$ cat config.mk
export PLATFORM = sky130hd
export DESIGN_NAME = phase_offset_ctrl
export DESIGN_NICKNAME = d
export VERILOG_FILES = /design/src/rtl/phofs_pkg.sv /design/src/rtl/phofs_regs.sv /design/src/rtl/phofs_pin_sync.sv /design/src/rtl/phofs_accum.sv /design/src/rtl/phase_offset_ctrl.sv
export SDC_FILE = /design/constraint.sdc
export NUM_CORES = 1
export LEC_CHECK = 0
export ABC_CLOCK_PERIOD_IN_PS = 5050
export BUFFER_PORTS_ARGS = -buffer_cell sky130_fd_sc_hd__buf_2
export CELL_PAD_IN_SITES_DETAIL_PLACEMENT = 0
export CELL_PAD_IN_SITES_GLOBAL_PLACEMENT = 1
export CORE_UTILIZATION = 45
export DETAILED_ROUTE_END_ITERATION = 7
export GPL_TIMING_DRIVEN = 0
export HOLD_SLACK_MARGIN = 0.06
export PLACE_DENSITY_LB_ADDON = 0.1
export SETUP_SLACK_MARGIN = 0.4
export SKIP_CTS_REPAIR_TIMING = 1
export SLEW_MARGIN = 0
export SYNTH_ARGS = -nofsm -noshare
export SYNTH_HDL_FRONTEND = slang
export SYNTH_HIERARCHICAL = 1
export SYNTH_SLANG_ARGS = --single-unit
export TNS_END_PERCENT = 20
$ cat constraint.sdc
create_clock -name clk -period 5.05 [get_ports clk]
set_clock_uncertainty 0.15 [all_clocks]
set_input_delay 0.2525 -clock clk [delete_from_list [all_inputs] [get_ports clk]]
set_output_delay 0.2525 -clock clk [all_outputs]
set_load 0.01 [all_outputs]
$ cat src/rtl/phofs_pkg.sv
package phofs_pkg;

    typedef struct packed {
        logic clr;
        logic dec;
        logic inc;
    } step_cmd_t;

    localparam int CMD_INC_BIT = 0;
    localparam int CMD_DEC_BIT = 1;
    localparam int CMD_CLR_BIT = 2;

    typedef enum logic [1:0] {
        ACT_HOLD,
        ACT_UP,
        ACT_DOWN,
        ACT_ZERO
    } acc_act_t;

    function automatic step_cmd_t merge_cmd(input step_cmd_t a, input step_cmd_t b);
        step_cmd_t r;
        r.inc = a.inc | b.inc;
        r.dec = a.dec | b.dec;
        r.clr = a.clr | b.clr;
        return r;
    endfunction

    function automatic acc_act_t resolve_act(input step_cmd_t c);
        if (c.clr)
            return ACT_ZERO;
        else if (c.inc && !c.dec)
            return ACT_UP;
        else if (c.dec && !c.inc)
            return ACT_DOWN;
        else
            return ACT_HOLD;
    endfunction

endpackage

$ cat src/rtl/phofs_regs.sv
module phofs_regs
    import phofs_pkg::*;
#(
    parameter int FIX_W  = 40,
    parameter int STEP_W = 16,
    parameter int ADDR_W = 3
) (
    input  logic              clk,
    input  logic              rst,
    input  logic              reg_we,
    input  logic [ADDR_W-1:0] reg_addr,
    input  logic [7:0]        reg_wdata,
    output logic [7:0]        reg_rdata,
    output logic [FIX_W-1:0]  fix_val,
    output logic [STEP_W-1:0] step_val,
    output step_cmd_t         cmd_strobe
);

    localparam int FIX_BYTES  = (FIX_W + 7) / 8;
    localparam int STEP_BYTES = (STEP_W + 7) / 8;
    localparam int STEP_BASE  = FIX_BYTES;
    localparam int CMD_ADDR   = FIX_BYTES + STEP_BYTES;
    localparam int NREG       = CMD_ADDR;

    logic [7:0] bank [NREG];
    logic [FIX_BYTES*8-1:0]  fix_wide;
    logic [STEP_BYTES*8-1:0] step_wide;

    for (genvar g = 0; g < NREG; g++) begin : g_byte
        always_ff @(posedge clk) begin
            if (rst)
                bank[g] <= 8'h00;
            else if (reg_we && (int'(reg_addr) == g))
                bank[g] <= reg_wdata;
        end
    end

    always_comb begin
        for (int i = 0; i < FIX_BYTES; i++)
            fix_wide[i*8 +: 8] = bank[i];
        for (int i = 0; i < STEP_BYTES; i++)
            step_wide[i*8 +: 8] = bank[STEP_BASE + i];
    end

    assign fix_val  = fix_wide[FIX_W-1:0];
    assign step_val = step_wide[STEP_W-1:0];

    always_comb begin
        reg_rdata = 8'h00;
        for (int i = 0; i < NREG; i++)
            if (int'(reg_addr) == i)
                reg_rdata = bank[i];
    end

    always_ff @(posedge clk) begin
        if (rst) begin
            cmd_strobe <= '0;
        end else if (reg_we && (int'(reg_addr) == CMD_ADDR)) begin
            cmd_strobe.inc <= reg_wdata[CMD_INC_BIT];
            cmd_strobe.dec <= reg_wdata[CMD_DEC_BIT];
            cmd_strobe.clr <= reg_wdata[CMD_CLR_BIT];
        end else begin
            cmd_strobe <= '0;
        end
    end

endmodule

$ cat src/rtl/phofs_pin_sync.sv
module phofs_pin_sync #(
    parameter int N_PINS = 3,
    parameter int STAGES = 2
) (
    input  logic              clk,
    input  logic              rst,
    input  logic [N_PINS-1:0] pin_async,
    output logic [N_PINS-1:0] pin_rise
);

    for (genvar p = 0; p < N_PINS; p++) begin : g_pin
        logic [STAGES-1:0] chain;
        logic              last;

        always_ff @(posedge clk) begin
            if (rst) begin
                chain <= '0;
                last  <= 1'b0;
            end else begin
                chain <= {chain[STAGES-2:0], pin_async[p]};
                last  <= chain[STAGES-1];
            end
        end

        assign pin_rise[p] = chain[STAGES-1] & ~last;
    end

endmodule

$ cat src/rtl/phofs_accum.sv
module phofs_accum
    import phofs_pkg::*;
#(
    parameter int INC_W  = 40,
    parameter int STEP_W = 16
) (
    input  logic                    clk,
    input  logic                    rst,
    input  step_cmd_t               cmd,
    input  logic [STEP_W-1:0]       step,
    output logic signed [INC_W-1:0] acc
);

    localparam logic signed [INC_W-1:0] ACC_MAX = {1'b0, {(INC_W-1){1'b1}}};
    localparam logic signed [INC_W-1:0] ACC_MIN = {1'b1, {(INC_W-1){1'b0}}};

    acc_act_t           act;
    logic [INC_W:0]     step_x;
    logic [INC_W:0]     acc_x;
    logic [INC_W:0]     sum_up;
    logic [INC_W:0]     sum_dn;
    logic signed [INC_W-1:0] nxt_up;
    logic signed [INC_W-1:0] nxt_dn;

    assign act    = resolve_act(cmd);
    assign step_x = {{(INC_W+1-STEP_W){1'b0}}, step};
    assign acc_x  = {acc[INC_W-1], acc};
    assign sum_up = acc_x + step_x;
    assign sum_dn = acc_x - step_x;

    always_comb begin
        if (sum_up[INC_W] != sum_up[INC_W-1])
            nxt_up = ACC_MAX;
        else
            nxt_up = sum_up[INC_W-1:0];
        if (sum_dn[INC_W] != sum_dn[INC_W-1])
            nxt_dn = ACC_MIN;
        else
            nxt_dn = sum_dn[INC_W-1:0];
    end

    always_ff @(posedge clk) begin
        if (rst) begin
            acc <= '0;
        end else begin
            unique case (act)
                ACT_UP:   acc <= nxt_up;
                ACT_DOWN: acc <= nxt_dn;
                ACT_ZERO: acc <= '0;
                default:  acc <= acc;
            endcase
        end
    end

endmodule

$ cat src/rtl/phase_offset_ctrl.sv
module phase_offset_ctrl
    import phofs_pkg::*;
#(
    parameter int FIX_W  = 40,
    parameter int STEP_W = 16,
    parameter int INC_W  = 40,
    parameter int ADDR_W = 3
) (
    input  logic                    clk,
    input  logic                    rst,
    input  logic                    reg_we,
    input  logic [ADDR_W-1:0]       reg_addr,
    input  logic [7:0]              reg_wdata,
    output logic [7:0]              reg_rdata,
    input  logic                    pin_inc,
    input  logic                    pin_dec,
    input  logic                    pin_clr,
    output logic signed [INC_W-1:0] inc_ofs,
    output logic signed [FIX_W:0]   total_ofs
);

    localparam int SUM_W = FIX_W + 1;

    logic [FIX_W-1:0]  fix_val;
    logic [STEP_W-1:0] step_val;
    step_cmd_t         reg_cmd;
    step_cmd_t         pin_cmd;
    step_cmd_t         cmd_all;
    logic [2:0]        pin_rise;

    phofs_regs #(
        .FIX_W (FIX_W),
        .STEP_W(STEP_W),
        .ADDR_W(ADDR_W)
    ) u_regs (
        .clk       (clk),
        .rst       (rst),
        .reg_we    (reg_we),
        .reg_addr  (reg_addr),
        .reg_wdata (reg_wdata),
        .reg_rdata (reg_rdata),
        .fix_val   (fix_val),
        .step_val  (step_val),
        .cmd_strobe(reg_cmd)
    );

    phofs_pin_sync #(
        .N_PINS(3),
        .STAGES(2)
    ) u_sync (
        .clk      (clk),
        .rst      (rst),
        .pin_async({pin_clr, pin_dec, pin_inc}),
        .pin_rise (pin_rise)
    );

    assign pin_cmd.inc = pin_rise[0];
    assign pin_cmd.dec = pin_rise[1];
    assign pin_cmd.clr = pin_rise[2];
    assign cmd_all     = merge_cmd(reg_cmd, pin_cmd);

    phofs_accum #(
        .INC_W (INC_W),
        .STEP_W(STEP_W)
    ) u_acc (
        .clk (clk),
        .rst (rst),
        .cmd (cmd_all),
        .step(step_val),
        .acc (inc_ofs)
    );

    logic signed [SUM_W-1:0] fix_ext;
    logic signed [SUM_W-1:0] inc_ext;

    assign fix_ext   = {fix_val[FIX_W-1], fix_val};
    assign inc_ext   = {{(SUM_W-INC_W){inc_ofs[INC_W-1]}}, inc_ofs};
    assign total_ofs = fix_ext + inc_ext;

endmodule

-- Yosys cells after proc, flatten, opt, wreduce, memory -nomap -nowiden
Memory sizes are Yosys's and may differ from the RTL's.
Index checks and enable logic that the tools add are counted.
- bits in latches: 0
- word-level logic and storage cells: 101
- output and inout port bits: 89
- ROM bits: 0
- RAM bits: 56
- memories kept: 1
- flip-flop bits (word level): 52
- input bits: 17
- memory list (name ; depth ; width ; rd ports ; clocked after memory_dff ; write ports ; RTL line ; source):
    u_regs.bank ; 7 ; 8 ; 7 ; 0 ; 7 ; phofs_regs.sv:25 ; logic [7:0] bank [NREG];
- reduce and logical (&&, ||, !) cells: 15
- $lt $le $gt $ge: 0
- div/mod/pow operators: 0
- shift-type cells: 0
- muxes and demuxes: 43
- add/subtract/negate cells: 3
- eq/ne operators: 12
- multiply operators: 0
- bitwise gates (word level): 17
- operators with widths (cell ; count):
    $pmux 40 s3 ; 1
    $mux 8 ; 14
    $mux 40 ; 2
    $add 40x17->41 ; 1
    $add 40x40->41 ; 1
    $sub 40x17->41 ; 1
    $mux 1 ; 23
    $eq 3x3->1 const B ; 4
    $logic_and 1x1->1 ; 10
    $or 1x1->1 ; 10
    $eq 3x2->1 const B ; 2
    $mux 2 ; 3
    $eq 2x2->1 const B ; 2
    $not 1->1 ; 4
    $and 1x1->1 ; 3
    $eq 3x1->1 const B ; 1
    $logic_not 3->1 ; 1
    $reduce_bool 3->1 ; 1
    $eq 2x1->1 const B ; 1
    $logic_not 1->1 ; 2
    $ne 1x1->1 ; 2
    $reduce_or 2->1 ; 1

-- Longest topological paths before layout
- depth after elaboration: 10
- gate-level depth with buffers: 19
- depth with buffers taken out: 17

-- Hierarchy
The synthesis kept the hierarchy.
- by module, submodules not included (module ; seq. area each (µm²) ; instances ; area each (µm²) ; cells each):
    phofs_accum ; 800.8 ; 1 ; 4895.9 ; 699
    phofs_regs ; 1741.7 ; 1 ; 2849.0 ; 218
    phase_offset_ctrl ; 0.0 ; 1 ; 2404.8 ; 347
    phofs_pin_sync ; 180.2 ; 1 ; 255.2 ; 21

-- Worst setup path before layout
No wires, ideal clock.
- kind: register to register
- from: register u_acc.acc[4]
- to: register u_acc.acc[30]
- required time: 4.814 ns
- data arrival time: 3.780 ns
- path slack: 1.035 ns
- path buffers: 3
- cell stages (with the launch flop): 19
- library setup time: 0.086 ns
- period minus slack after synthesis: 4.015 ns
- cell sequence: dfxtp_1 > ha_1 > buf_4 > a21o_1 > a31oi_1 > nand2_1 > a221oi_2 > nand3_1 > nor4_1 > xnor2_1 > ha_1 > nor2_1 > and2_1 > clkbuf_1 > clkbuf_1 > nand2_1 > a31oi_1 > a41oi_1 > a211oi_1
- word-level cells in the longest chain between the ends: 4
- elaborated cells between the ends (all ways): 7
- those cells by class: add/sub: 2; eq/ne: 2; mux: 3
- ends and longest elaborated chain (item ; RTL line ; source):
    start: declaration ; phofs_accum.sv:11 ; output logic signed [INC_W-1:0] acc
    start signal: assignment ; phofs_accum.sv:47 ; ACT_UP: acc <= nxt_up;
    start signal: assignment ; phofs_accum.sv:48 ; ACT_DOWN: acc <= nxt_dn;
    $sub 40x17->41 / $add 40x17->41 (equally long branches) ; phofs_accum.sv:29, phofs_accum.sv:28 ;
    $ne 1x1->1 (on tied branches) ; phofs_accum.sv:36, phofs_accum.sv:32 ;
    $mux 40 (on tied branches) ; phofs_accum.sv:36, phofs_accum.sv:32 ;
    $pmux 40 s3 (*) ; phofs_accum.sv:46 ; unique case (act)
Every way passes the cells marked *; elsewhere a longest branch is shown, timed or not.
A chain may end at the register's enable or synchronous reset.

-- Worst setup path after layout
- from: register u_acc.acc[14]
- to: register u_acc.acc[19]
Same word-level chain as after synthesis.

==> results by group <==
Setup path
  • Setup crit end kind: flop
  • Slowest stage cell, crit path: o41ai_4
  • Data arrival, critical path: 4730 ps
  • Worst setup SP type: flop
  • Crit path kind: flop to flop
  • CP Data Required Time: 5120 ps
  • Slowest stage delay, CP: 480 ps
  • Max FO, Critical Path: 10
  • WP buf/inv: 3
  • CP top delay family: simple AND/OR/NAND/NOR gates
  • CP Cell Sequence: ha_1, buf_2, or3_1, nor3_4, nand2b_1, o41ai_4, nand3_1, xnor2_1, ha_1, nand2b_1, nand2_1, buf_6, buf_6, o2111a_1, nor4_2

Floorplanning
  • Die width: 154.1 um
  • Die Height: 154.1 um
  • Site row count: 55
  • Die area: 23730 um2
  • Core footprint: 22640 um2
  • Initial Utilization: 45.96%
  • # IOs: 106

STA
  • Final Setup Violations: 0
  • Period utilization: 92.26%
  • Rel. slew slack: 15.77%
  • RSZ-0062 raised after global routing: yes
  • Slew Limit Fails: 0
  • Actual slew at the worst max-slew pin: 1254 ps
  • Final Hold Viols: 0
  • Final worst slack: 391.0 ps
  • Max Fclk: 214.6 MHz
  • Clock period minus worst slack: 4659 ps

Cells and area
  • Layout area overhead: 13.74%
  • Final Non-Filler Cells: 1706
  • # nets final: 1510
  • Final core utilization: 52.27%
  • Most frequent cells in the layout: 117 x nor2_1, 117 x buf_2, 107 x a21oi_1
  • Register Area: 2723 um2
  • N_diodes: 0
  • FILL cells: 2290
  • Area of the multi-input gates: 7249 um2
  • Layout cells sized above 1: 16.26%

Synthesis
  • Mean Syn Cell Area: 8.097 um2
  • Synth async-reset ratio: 0%
  • Register area share after synthesis: 26.17%
  • Ys Warns: 6
  • Ys flop type: edfxtp_1
  • Seq cells post-synth: 108
  • Post-Synthesis Cells: 1285
  • Post-Syn Nets: 1379
  • Synth Cell Area: 10400 um2
  • Number of synthesized flops with an enable pin: 56
  • Library cells used by synthesis: 101

Flow run
  • MaxCap Viol Count: 0

Global routing
  • Antenna violations before repair: 0
  • Largest net degree at the start of global routing: 22
  • GRT Total Usage: 33.60%
  • Number of global-route vias before repair: 9876
  • GRT overflow: 0
  • First-pass GRT wire length: 60.03 mm

Clock network
  • Clock transition at the registers of the reported paths: 90 ps
  • CTS tree: yes
  • Clock root buffer: clkbuf_16
  • CTS sink count: 108
  • Inserted Clock Buffers: 9
  • Htree depth: 3
  • Clock buffer depth: 2
  • Skew-Pair Late Insertion Delay: 370 ps

Detailed routing
  • Vias: 11050
  • Drt first pass iters: 7
  • Routed WL: 40.43 mm
  • Post-DRT Antenna Nets: 0
  • DRC violations left: 0
  • Routed WL per cell: 23.70 um
  • DR iter-0 viols: 1268
  • Vias/cell: 6.479

Placed design
  • # port buffers: 105
  • Dpl ws: -655.6 ps
  • DP Cell Count: 1675
  • Dpl hpwl: 30.33 mm
  • Routability cong.: 0.9467

Min path
  • Hold WC Path Type: primary input to flop

Pwr
  • P_leak: 4.990 nW
  • Maximum VDD drop: 158.4 uV
  • Pwr/cell area: 314.8 nW/um2

Run status
  • Status: complete, no violations
worst register-to-register path: stages, from the launching register on:
cell	delay, ps
dfxtp_1	460
ha_1	270
buf_2	180
or3_1	470
nor3_4	240
nand2b_1	170
o41ai_4	480
nand3_1	210
xnor2_1	200
ha_1	380
nand2b_1	230
nand2_1	170
buf_6	240
buf_6	180
o2111a_1	150
nor4_2	320
synth_stat cells (6+ instances only):
master	count	area, um2
a21oi_1	108	540.5
xnor2_1	28	245.2
dfxtp_1	52	1041
ha_1	74	925.9
mux2_2	7	78.83
o2bb2ai_1	7	61.31
nand3_1	24	120.1
o211ai_1	16	120.1
o21a_1	13	97.59
nand2b_1	27	168.9
a311oi_1	9	78.83
o32ai_1	10	87.58
clkbuf_1	58	217.7
a221o_1	10	100.1
or3_1	11	68.82
nor3_1	37	185.2
nor2_2	7	43.79
inv_1	43	161.4
a221oi_1	14	122.6
and2_1	66	412.9
o21ai_0	65	325.3
nor2_1	119	446.7
buf_2	11	55.05
nor2b_1	30	187.7
o21bai_1	15	112.6
nor4_1	17	106.4
o221ai_1	8	70.07
a211oi_1	15	112.6
o31ai_1	6	45.04
and3_1	11	68.82
nand4_1	19	118.9
a31oi_1	24	150.1
nand2_1	77	289.0
mux2i_1	14	140.1
edfxtp_1	56	1682
xor2_1	14	122.6
a21o_1	32	240.2
layout make-up:
class	count	share of cell area [%]
well taps	285	3.013
clock buffers	9	1.903
clock inverters	7	0.6132
plain buffers	82	3.394
inverters	43	1.364
flip-flops and latches	108	23.00
repair buffers	120	5.455
multi-input cells	1052	61.25
per-stage QoR:
stage	power (mW)	hold WS [ps]	TNS [ps]	area, um2
2_1_floorplan	2.318	174.1	0	10410
3_3_place_gp	2.910	267.4	-10890	11290
3_5_place_dp	2.911	280.6	-10360	11290
4_1_cts	3.651	-85.20	-11550	11580
5_1_grt	3.935	89.19	0	11840
6_report	3.725	68.13	0	11840
cell families after synthesis:
group | count (synthesis) | share of synthesized area [%]
AO/OA/AOI/OAI | 423 | 28.44
XOR/XNOR | 42 | 3.535
adder cells (fa/ha/maj) | 77 | 9.476
buffers and inverters | 125 | 5.062
flip-flops | 108 | 26.17
multiplexers | 22 | 2.321
AND/OR/NAND/NOR | 488 | 25.00
path summary, 6_finish.rpt:
path	from	endpoint	slack [ps]	depth (start not counted)
worst max register to register	u_acc/acc[14]$_SDFFE_PP0P_	u_acc/acc[19]$_SDFFE_PP0P_	390	15
worst min register to register	u_sync/g_pin[0].chain[0]$_SDFF_PP0_	u_sync/g_pin[0].chain[1]$_SDFF_PP0_	300	1
worst max-delay path	u_acc/acc[14]$_SDFFE_PP0P_	u_acc/acc[19]$_SDFFE_PP0P_	390	15
worst min-delay path	rst	u_sync/g_pin[1].chain[0]$_SDFF_PP0_	70	2
routing by layer:
layer	vias up	global-route usage (%)	part of all wire [%]
met5	-	0	0
met4	0	11.48	2.9
met3	67	5.242	9.1
met2	599	51.95	44
met1	5288	47.36	44
li1	5099	-	-
registers in the layout, summed over array words and instances, names as in the netlist:
| register | count |
|---|---|
| u_acc/acc | 40 |
| u_regs/bank | 56 |
| u_regs/cmd_strobe | 3 |
| u_sync/g_pin.chain | 6 |
| u_sync/g_pin.last | 3 |
power by group:
part,switching [mW],internal (mW)
combinational,1.15,0.690
sequential,0.144,1.00
clock,0.390,0.352
No activity file was read; power rests on OpenSTA's default activity.
